## src/rtl/trap_pkg.sv

```systemverilog
// Shared constants for the trap arbiter.
// Classes are numbered from lowest level (0) to highest level (NUM_CLASSES-1).
// Cause bits of class c start at cause_offset(c).
package trap_pkg;
    localparam int unsigned NUM_CLASSES = 4;
    // cause counts per class: math, stack, address, oscillator
    localparam int unsigned CLS_WIDTH [NUM_CLASSES] = '{4, 2, 3, 1};
    localparam int unsigned LEVEL_BASE     = 11;
    localparam int unsigned HARD_LEVEL_MIN = 13;
    localparam int unsigned LVL_W = 4;
    localparam int unsigned VEC_W = $clog2(NUM_CLASSES + 1);
    localparam int unsigned IDX_W = $clog2(NUM_CLASSES);

    // first cause bit of a class
    function automatic int unsigned cause_offset(input int unsigned cls);
        int unsigned s;
        s = 0;
        for (int unsigned k = 0; k < cls; k++) s += CLS_WIDTH[k];
        return s;
    endfunction

    localparam int unsigned NUM_CAUSES = cause_offset(NUM_CLASSES);
endpackage

```

## src/rtl/trap_cause_latch.sv

```systemverilog
// Sticky latch for the cause bits of one trap class.
// Assumes: set has priority over clear on the same bit; synchronous active-low reset.
module trap_cause_latch #(
    parameter int unsigned W = 1
) (
    input  logic         clk,
    input  logic         rst_n,
    input  logic [W-1:0] set_i,
    input  logic [W-1:0] clr_i,
    output logic [W-1:0] q_o,
    output logic         any_o
);
    logic [W-1:0] q_r;

    // hold set bits, drop cleared ones, new strobes always land
    always_ff @(posedge clk) begin
        if (!rst_n) q_r <= '0;
        else        q_r <= (q_r & ~clr_i) | set_i;
    end

    // class pending when any cause is held
    always_comb begin
        q_o   = q_r;
        any_o = |q_r;
    end
endmodule

```

## src/rtl/trap_prio_sel.sv

```systemverilog
// Fixed-priority selector: the highest-numbered pending input wins.
// Assumes: N >= 2; output index is meaningless when valid_o is low (driven 0).
module trap_prio_sel #(
    parameter int unsigned N = 4,
    localparam int unsigned IW = $clog2(N)
) (
    input  logic [N-1:0]  pend_i,
    output logic          valid_o,
    output logic [IW-1:0] idx_o
);
    // scan upward so the last (highest) pending entry is kept
    always_comb begin
        valid_o = 1'b0;
        idx_o   = '0;
        for (int unsigned i = 0; i < N; i++) begin
            if (pend_i[i]) begin
                valid_o = 1'b1;
                idx_o   = IW'(i);
            end
        end
    end
endmodule

```

## src/rtl/trap_arbiter.sv

```systemverilog
// Trap arbiter top: latches fault causes per class and presents the
// highest pending class with its level, vector index and hard/soft flag.
// Assumes: strobes are synchronous to clk; there is no mask of any kind.
module trap_arbiter
    import trap_pkg::*;
(
    input  logic                  clk,
    input  logic                  rst_n,
    input  logic [3:0]            flt_math,
    input  logic [1:0]            flt_stack,
    input  logic [2:0]            flt_addr,
    input  logic                  flt_osc_fail,
    input  logic [NUM_CAUSES-1:0] cause_clr,
    output logic                  trap_req,
    output logic [LVL_W-1:0]      trap_level,
    output logic [VEC_W-1:0]      trap_vector,
    output logic                  trap_hard,
    output logic [NUM_CAUSES-1:0] cause_status
);
    logic [NUM_CAUSES-1:0]  cause_in;
    logic [NUM_CLASSES-1:0] cls_pend;
    logic                   sel_valid;
    logic [IDX_W-1:0]       sel_idx;

    // gather strobes in status-bit order
    always_comb cause_in = {flt_osc_fail, flt_addr, flt_stack, flt_math};

    for (genvar c = 0; c < NUM_CLASSES; c++) begin : g_cls
        localparam int unsigned LO = cause_offset(c);
        localparam int unsigned W  = CLS_WIDTH[c];
        trap_cause_latch #(.W(W)) u_latch (
            .clk   (clk),
            .rst_n (rst_n),
            .set_i (cause_in[LO +: W]),
            .clr_i (cause_clr[LO +: W]),
            .q_o   (cause_status[LO +: W]),
            .any_o (cls_pend[c])
        );
    end

    trap_prio_sel #(.N(NUM_CLASSES)) u_sel (
        .pend_i  (cls_pend),
        .valid_o (sel_valid),
        .idx_o   (sel_idx)
    );

    // map winning class to level, vector and hard flag
    always_comb begin
        trap_req    = sel_valid;
        trap_level  = '0;
        trap_vector = '0;
        trap_hard   = 1'b0;
        if (sel_valid) begin
            trap_level  = LVL_W'(LEVEL_BASE + int'(sel_idx));
            trap_vector = VEC_W'(NUM_CLASSES - int'(sel_idx));
            trap_hard   = (LEVEL_BASE + int'(sel_idx)) >= HARD_LEVEL_MIN;
        end
    end
endmodule

```

## config.mk

```make
export PLATFORM = sky130hd
export DESIGN_NAME = trap_arbiter
export DESIGN_NICKNAME = d
export VERILOG_FILES = /design/src/rtl/trap_pkg.sv /design/src/rtl/trap_cause_latch.sv /design/src/rtl/trap_prio_sel.sv /design/src/rtl/trap_arbiter.sv
export SDC_FILE = /design/constraint.sdc
export NUM_CORES = 1
export LEC_CHECK = 0
export BUFFER_PORTS_ARGS = -buffer_cell sky130_fd_sc_hd__buf_2
export CORE_MARGIN = 1.5
export CORE_UTILIZATION = 25
export DETAILED_ROUTE_END_ITERATION = 10
export GPL_TIMING_DRIVEN = 0
export HOLD_SLACK_MARGIN = 0.02
export MAX_ROUTING_LAYER = met4
export PLACE_DENSITY = 0.54
export SLEW_MARGIN = 20
export SYNTH_ARGS = -nofsm -noshare
export SYNTH_HDL_FRONTEND = slang
export SYNTH_SLANG_ARGS = --single-unit
export TNS_END_PERCENT = 30
```

## constraint.sdc

```tcl
create_clock -name clk -period 4.6 [get_ports clk]
set_clock_uncertainty 0.2 [all_clocks]
set_input_delay 0.92 -clock clk [delete_from_list [all_inputs] [get_ports clk]]
set_output_delay 0.92 -clock clk [all_outputs]
set_load 0.005 [all_outputs]
```

Yosys cells after proc, flatten, opt, wreduce, memory -nomap -nowiden
Index checks and enable logic that the tools add are counted.
Storage, ports and cells
  RAM bits: 0
  ROM bits: 0
  bits of input ports: 22
  memories: 0
  flip-flop bits (word level): 10
  logic and storage cells: 32
  latch bits: 0
Cells by class
  muxes and demuxes: 10
  magnitude comparators: 1
  $mul: 0
  reduce and logical (&&, ||, !) cells: 3
  $add $sub $neg: 2
  bitwise gates (word level): 12
  shift-type cells: 0
  eq/ne operators: 0
  divide/modulo/power cells: 0
Operators with widths (count)
  $mux W1: 6
  $add A4 B2 Y5 const A: 1
  $ge A5 B4 Y1 const B: 1
  $and A4 B4 Y4: 1
  $mux W2: 2
  $mux W4: 1
  $not A4 Y4: 1
  $or A4 B4 Y4: 1
  $reduce_or A4 Y1: 1
  $and A3 B3 Y3: 1
  $mux W3: 1
  $not A3 Y3: 1
  $or A3 B3 Y3: 1
  $reduce_or A3 Y1: 1
  $sub A3 B2 Y3 const A: 1
  $and A2 B2 Y2: 1
  $not A2 Y2: 1
  $or A2 B2 Y2: 1
  $reduce_or A2 Y1: 1
  $and A1 B1 Y1: 1
  $not A1 Y1: 1
  $or A1 B1 Y1: 1

Depth between registers and ports, before layout
  depth after elaboration: 7
  gate-level depth with buffers: 4

By module
A second synthesis with hierarchy kept.
Unflattened totals
  cell total of the unflattened synthesis: 52
  area total of the unflattened synthesis: 533.0 um2
By module, submodules not included
  trap_cause_latch at g_cls[0].u_latch: instances 1, cells an instance 13, area each 142.6 um2
  trap_arbiter: instances 1, cells an instance 14, area each 121.4 um2
  trap_cause_latch at g_cls[2].u_latch: instances 1, cells an instance 10, area each 107.6 um2
  trap_cause_latch at g_cls[1].u_latch: instances 1, cells an instance 7, area each 88.8 um2
  trap_cause_latch at g_cls[3].u_latch: instances 1, cells an instance 4, area each 48.8 um2
  trap_prio_sel: instances 1, cells an instance 4, area each 23.8 um2

Least setup slack after synthesis
Ideal clock, no wire load.
  path type: reg2out
  start point: register g_cls[2].u_latch.q_r[1]
  end point: output trap_level[3]
  data required time: 3480 ps
  slack: 2401 ps
  arrival time: 1079 ps
  stages on the path, launching flop included: 5
  path through: dfxtp_1 > or3_4 > nor2_4 > nand3_2 > buf_4
RTL lines
  from (decl): line trap_cause_latch.sv:13  | logic [W-1:0] q_r;
  from (signal assigned): line trap_cause_latch.sv:18  | else q_r <= (q_r & ~clr_i) | set_i;
  $reduce_or A3 Y1: line trap_cause_latch.sv:24  | any_o = |q_r;
  $mux W1 (2 in a row): line trap_prio_sel.sv:16  | if (pend_i[i]) begin
  net trap_req: line trap_arbiter.sv:14  | output logic trap_req,
  $mux W4: line trap_arbiter.sv:53  | if (sel_valid) begin
  to (decl): line trap_arbiter.sv:15  | output logic [LVL_W-1:0] trap_level,
The timed path passes the listed nets, and every way through them passes these cells.

Final worst setup path
  start point: register g_cls[2].u_latch.q_r[1]
  end point: output trap_level[3]
Between the ends
  cells in the longest elaborated chain, start to end: 5
Ends and longest elaborated chain (line)
  $reduce_or A3 Y1 (*): trap_cause_latch.sv:24
  $mux W2 (2 in a row): trap_prio_sel.sv:16
  $add A4 B2 Y5
  $mux W4 (*): trap_arbiter.sv:53
Mark *: on every way between the ends. The rest lies on a longest branch, timed or not.

==> results by group <==
Outcome
  • Status: finished, final reports clean

CTS
  • H-tree depth: 1
  • CTS hold repair buffers: 0
  • CTS root buf: clkbuf_4
  • Post CTS Setup Buffer Count: 0
  • Clock transition at path regs: 0.07 ns
  • CTS Buf Count: 3
  • TritonCTS sink count: 10
  • # resized after CTS: 0
  • Clk buf depth: 2
  • TritonCTS clock tree: yes
  • Skew-Pair Late Insertion Delay: 0.26 ns

Global route
  • Gr usage total: 0.117
  • Antenna violations before repair: 0
  • GRT overflow: 0
  • First-pass GRT wire length: 1700 µm
  • Largest net degree at the start of global routing: 11
  • Vias in the first global route: 415

Layout
  • Fraction of layout instances using a drive strength above 1: 0.578
  • Area growth syn-to-layout: 56.6%
  • Non-Filler Instances: 115
  • Cell area after layout: 727 µm²
  • Final nets: 113
  • Antenna cells: 0

Worst setup path
  • Startpoint types: register
  • Slowest CP cell: or3_4
  • Critical Path Max Stage Delay: 0.42 ns
  • Reg2reg start: g_cls[3].u_latch.any_o$_SDFF_PN0_
  • FF-to-FF setup slack: 3.58 ns
  • CP Capture Type: primary output
  • WP data required: 3.48 ns
  • WS Path Type: register to primary output
  • CP Max Fanout: 4
  • CP cell instances: or3_4 > nor2_4 > nand3_2 > buf_4 > buf_2
  • Critical Path Source: g_cls[2].u_latch.q_o[1]$_SDFF_PN0_
  • Data arrival time of the worst path: 1.47 ns

Floorplan
  • I/O pin count: 41
  • Core area: 0.00173 mm²
  • # rows: 15
  • Die width: 46.1 µm
  • Starting Density: 0.269
  • Die ar.: 0.00212 mm²
  • DIE HEIGHT: 46.1 µm

Power
  • Power density cells: 304 mW/mm²
  • Max IR drop VDD: 0.198 mV
  • Leakage: 0.000347 µW

STA
  • Final count of negative-setup-slack endpoints: 0
  • Tightest Pin Transition: 0.466 ns
  • Setup TNS: 0 ns
  • Peak Freq: 387 MHz
  • Final Hold Viols: 0
  • Period utilization: 0.562
  • Unrepaired setup endpoints after global routing: false
  • Slew Limit Fails: 0
  • Max_slew headroom: 0.689
  • Min Tclk post-route: 2.59 ns

Synthesis
  • Synth Flop Type: dfxtp_1
  • Syn nets: 69
  • Synth top area cells: dfxtp_1 (43%), o21a_1 (16%), nor2b_1 (13%)
  • Syn. warnings: 0
  • Post-synth top area cell: dfxtp_1
  • Synth cell count leaders: dfxtp_1 (10), nor2b_1 (10), o21a_1 (10)
  • Post-synth cell types: 17
  • Register area share after synthesis: 0.431
  • Synth Instances: 47
  • Mapped Area: 464 µm²
  • Top cell type's share of synthesized area: 0.431
  • Syn Area/Cell: 9.88 µm²
  • Fraction of registers with async set/reset: 0
  • Number of synthesized flops with an enable pin: 0
  • Yosys reg bits: 10

Route
  • Drt pass-1 iters: 1
  • DRC viols: 0
  • Antenna viol nets, final: 0
  • Detailed Route Iter0 Violations: 0
  • Vias per cell: 4.18
  • Routed WL per cell: 9.56 µm
  • Total number of vias: 481
  • WL final: 1100 µm

Placed design
  • Port buffer count: 39
  • Dpl cells: 111
  • GP Congestion: 0.562
  • DP Area: 691 µm²

Hold path
  • Critical hold path startpoint: g_cls[1].u_latch.q_o[1]$_SDFF_PN0_
  • Tightest Hold Check Type: register to register

Run
  • Max_cap viols: 0
-- state kept, by name, indices dropped and copies added (netlist names) --
signal / cells
g_cls.u_latch.any_o: 1
g_cls.u_latch.q_o: 9
-- layout make-up --
cell class	count	area [µm²]
Buffer	3	18.8
Fill cell	210	1000
Inverter	1	3.75
Tap cell	25	31.3
Clock buffer	4	36.3
Sequential cell	10	200
Multi-Input combinational cell	33	241
Timing Repair Buffer	39	195
-- cells in the final DEF, fill, tap and decap left out, types with 2 or more instances in the layout --
master	synthesis	final
buf_2	0	39
o21a_1	10	10
dfxtp_1	10	10
buf_4	2	2
a21oi_1	2	2
nor2b_1	10	10
o21bai_1	2	2
clkbuf_4	0	3
-- path summary, 6_finish.rpt --
path                                        end  cells after the start
max                               trap_level[3]                      5
min          g_cls[1].u_latch.q_o[1]$_SDFF_PN0_                      2
max reg2reg   g_cls[3].u_latch.any_o$_SDFF_PN0_                      2
min reg2reg  g_cls[1].u_latch.q_o[1]$_SDFF_PN0_                      2
-- power by group --
group / total [µW] / leakage, µW / internal [µW] / switching (µW)
registers: 98.1 / 0.0000836 / 92.4 / 5.73
clock network: 78.8 / 0.0000210 / 48.0 / 30.8
logic: 43.8 / 0.000243 / 26.0 / 17.8
total: 221 / 0.000347 / 166 / 54.4
-- kinds of logic after synthesis --
kind of cell,count (synthesis),share of synthesized area
AND/OR/NAND/NOR,19,0.305
AO/OA/AOI/OAI,14,0.216
flip-flops,10,0.431
buffers and inverters,4,0.0485
-- metrics by stage --
step / utilization / setup WS (ns) / power (µW) / hold slack [ns]
2_1_floorplan: - / 2.40 / 122 / 0.410
3_3_place_gp: 0.400 / 2.30 / 144 / 0.402
3_5_place_dp: 0.400 / 2.30 / 144 / 0.423
4_1_cts: 0.421 / 2.00 / 224 / 0.446
5_1_grt: 0.421 / 1.92 / 235 / 0.475
6_report: 0.421 / 2.01 / 221 / 0.431
-- critical path: cells and delay by family (launching register included) --
family                 cells  cell delay, ns
DFF                        1            0.33
buffers and inverters      2            0.25
and+or+nand+nor            3            0.63
-- layer usage --
metal  up-vias  GRT usage  share of wire
met1       208      0.141           0.44
li1        245          -              -
met2        26      0.178           0.47
met4         0     0.0514          0.012
met3         2     0.0353          0.082
met5         -          -              0
No activity file was read; power rests on OpenSTA's default activity.
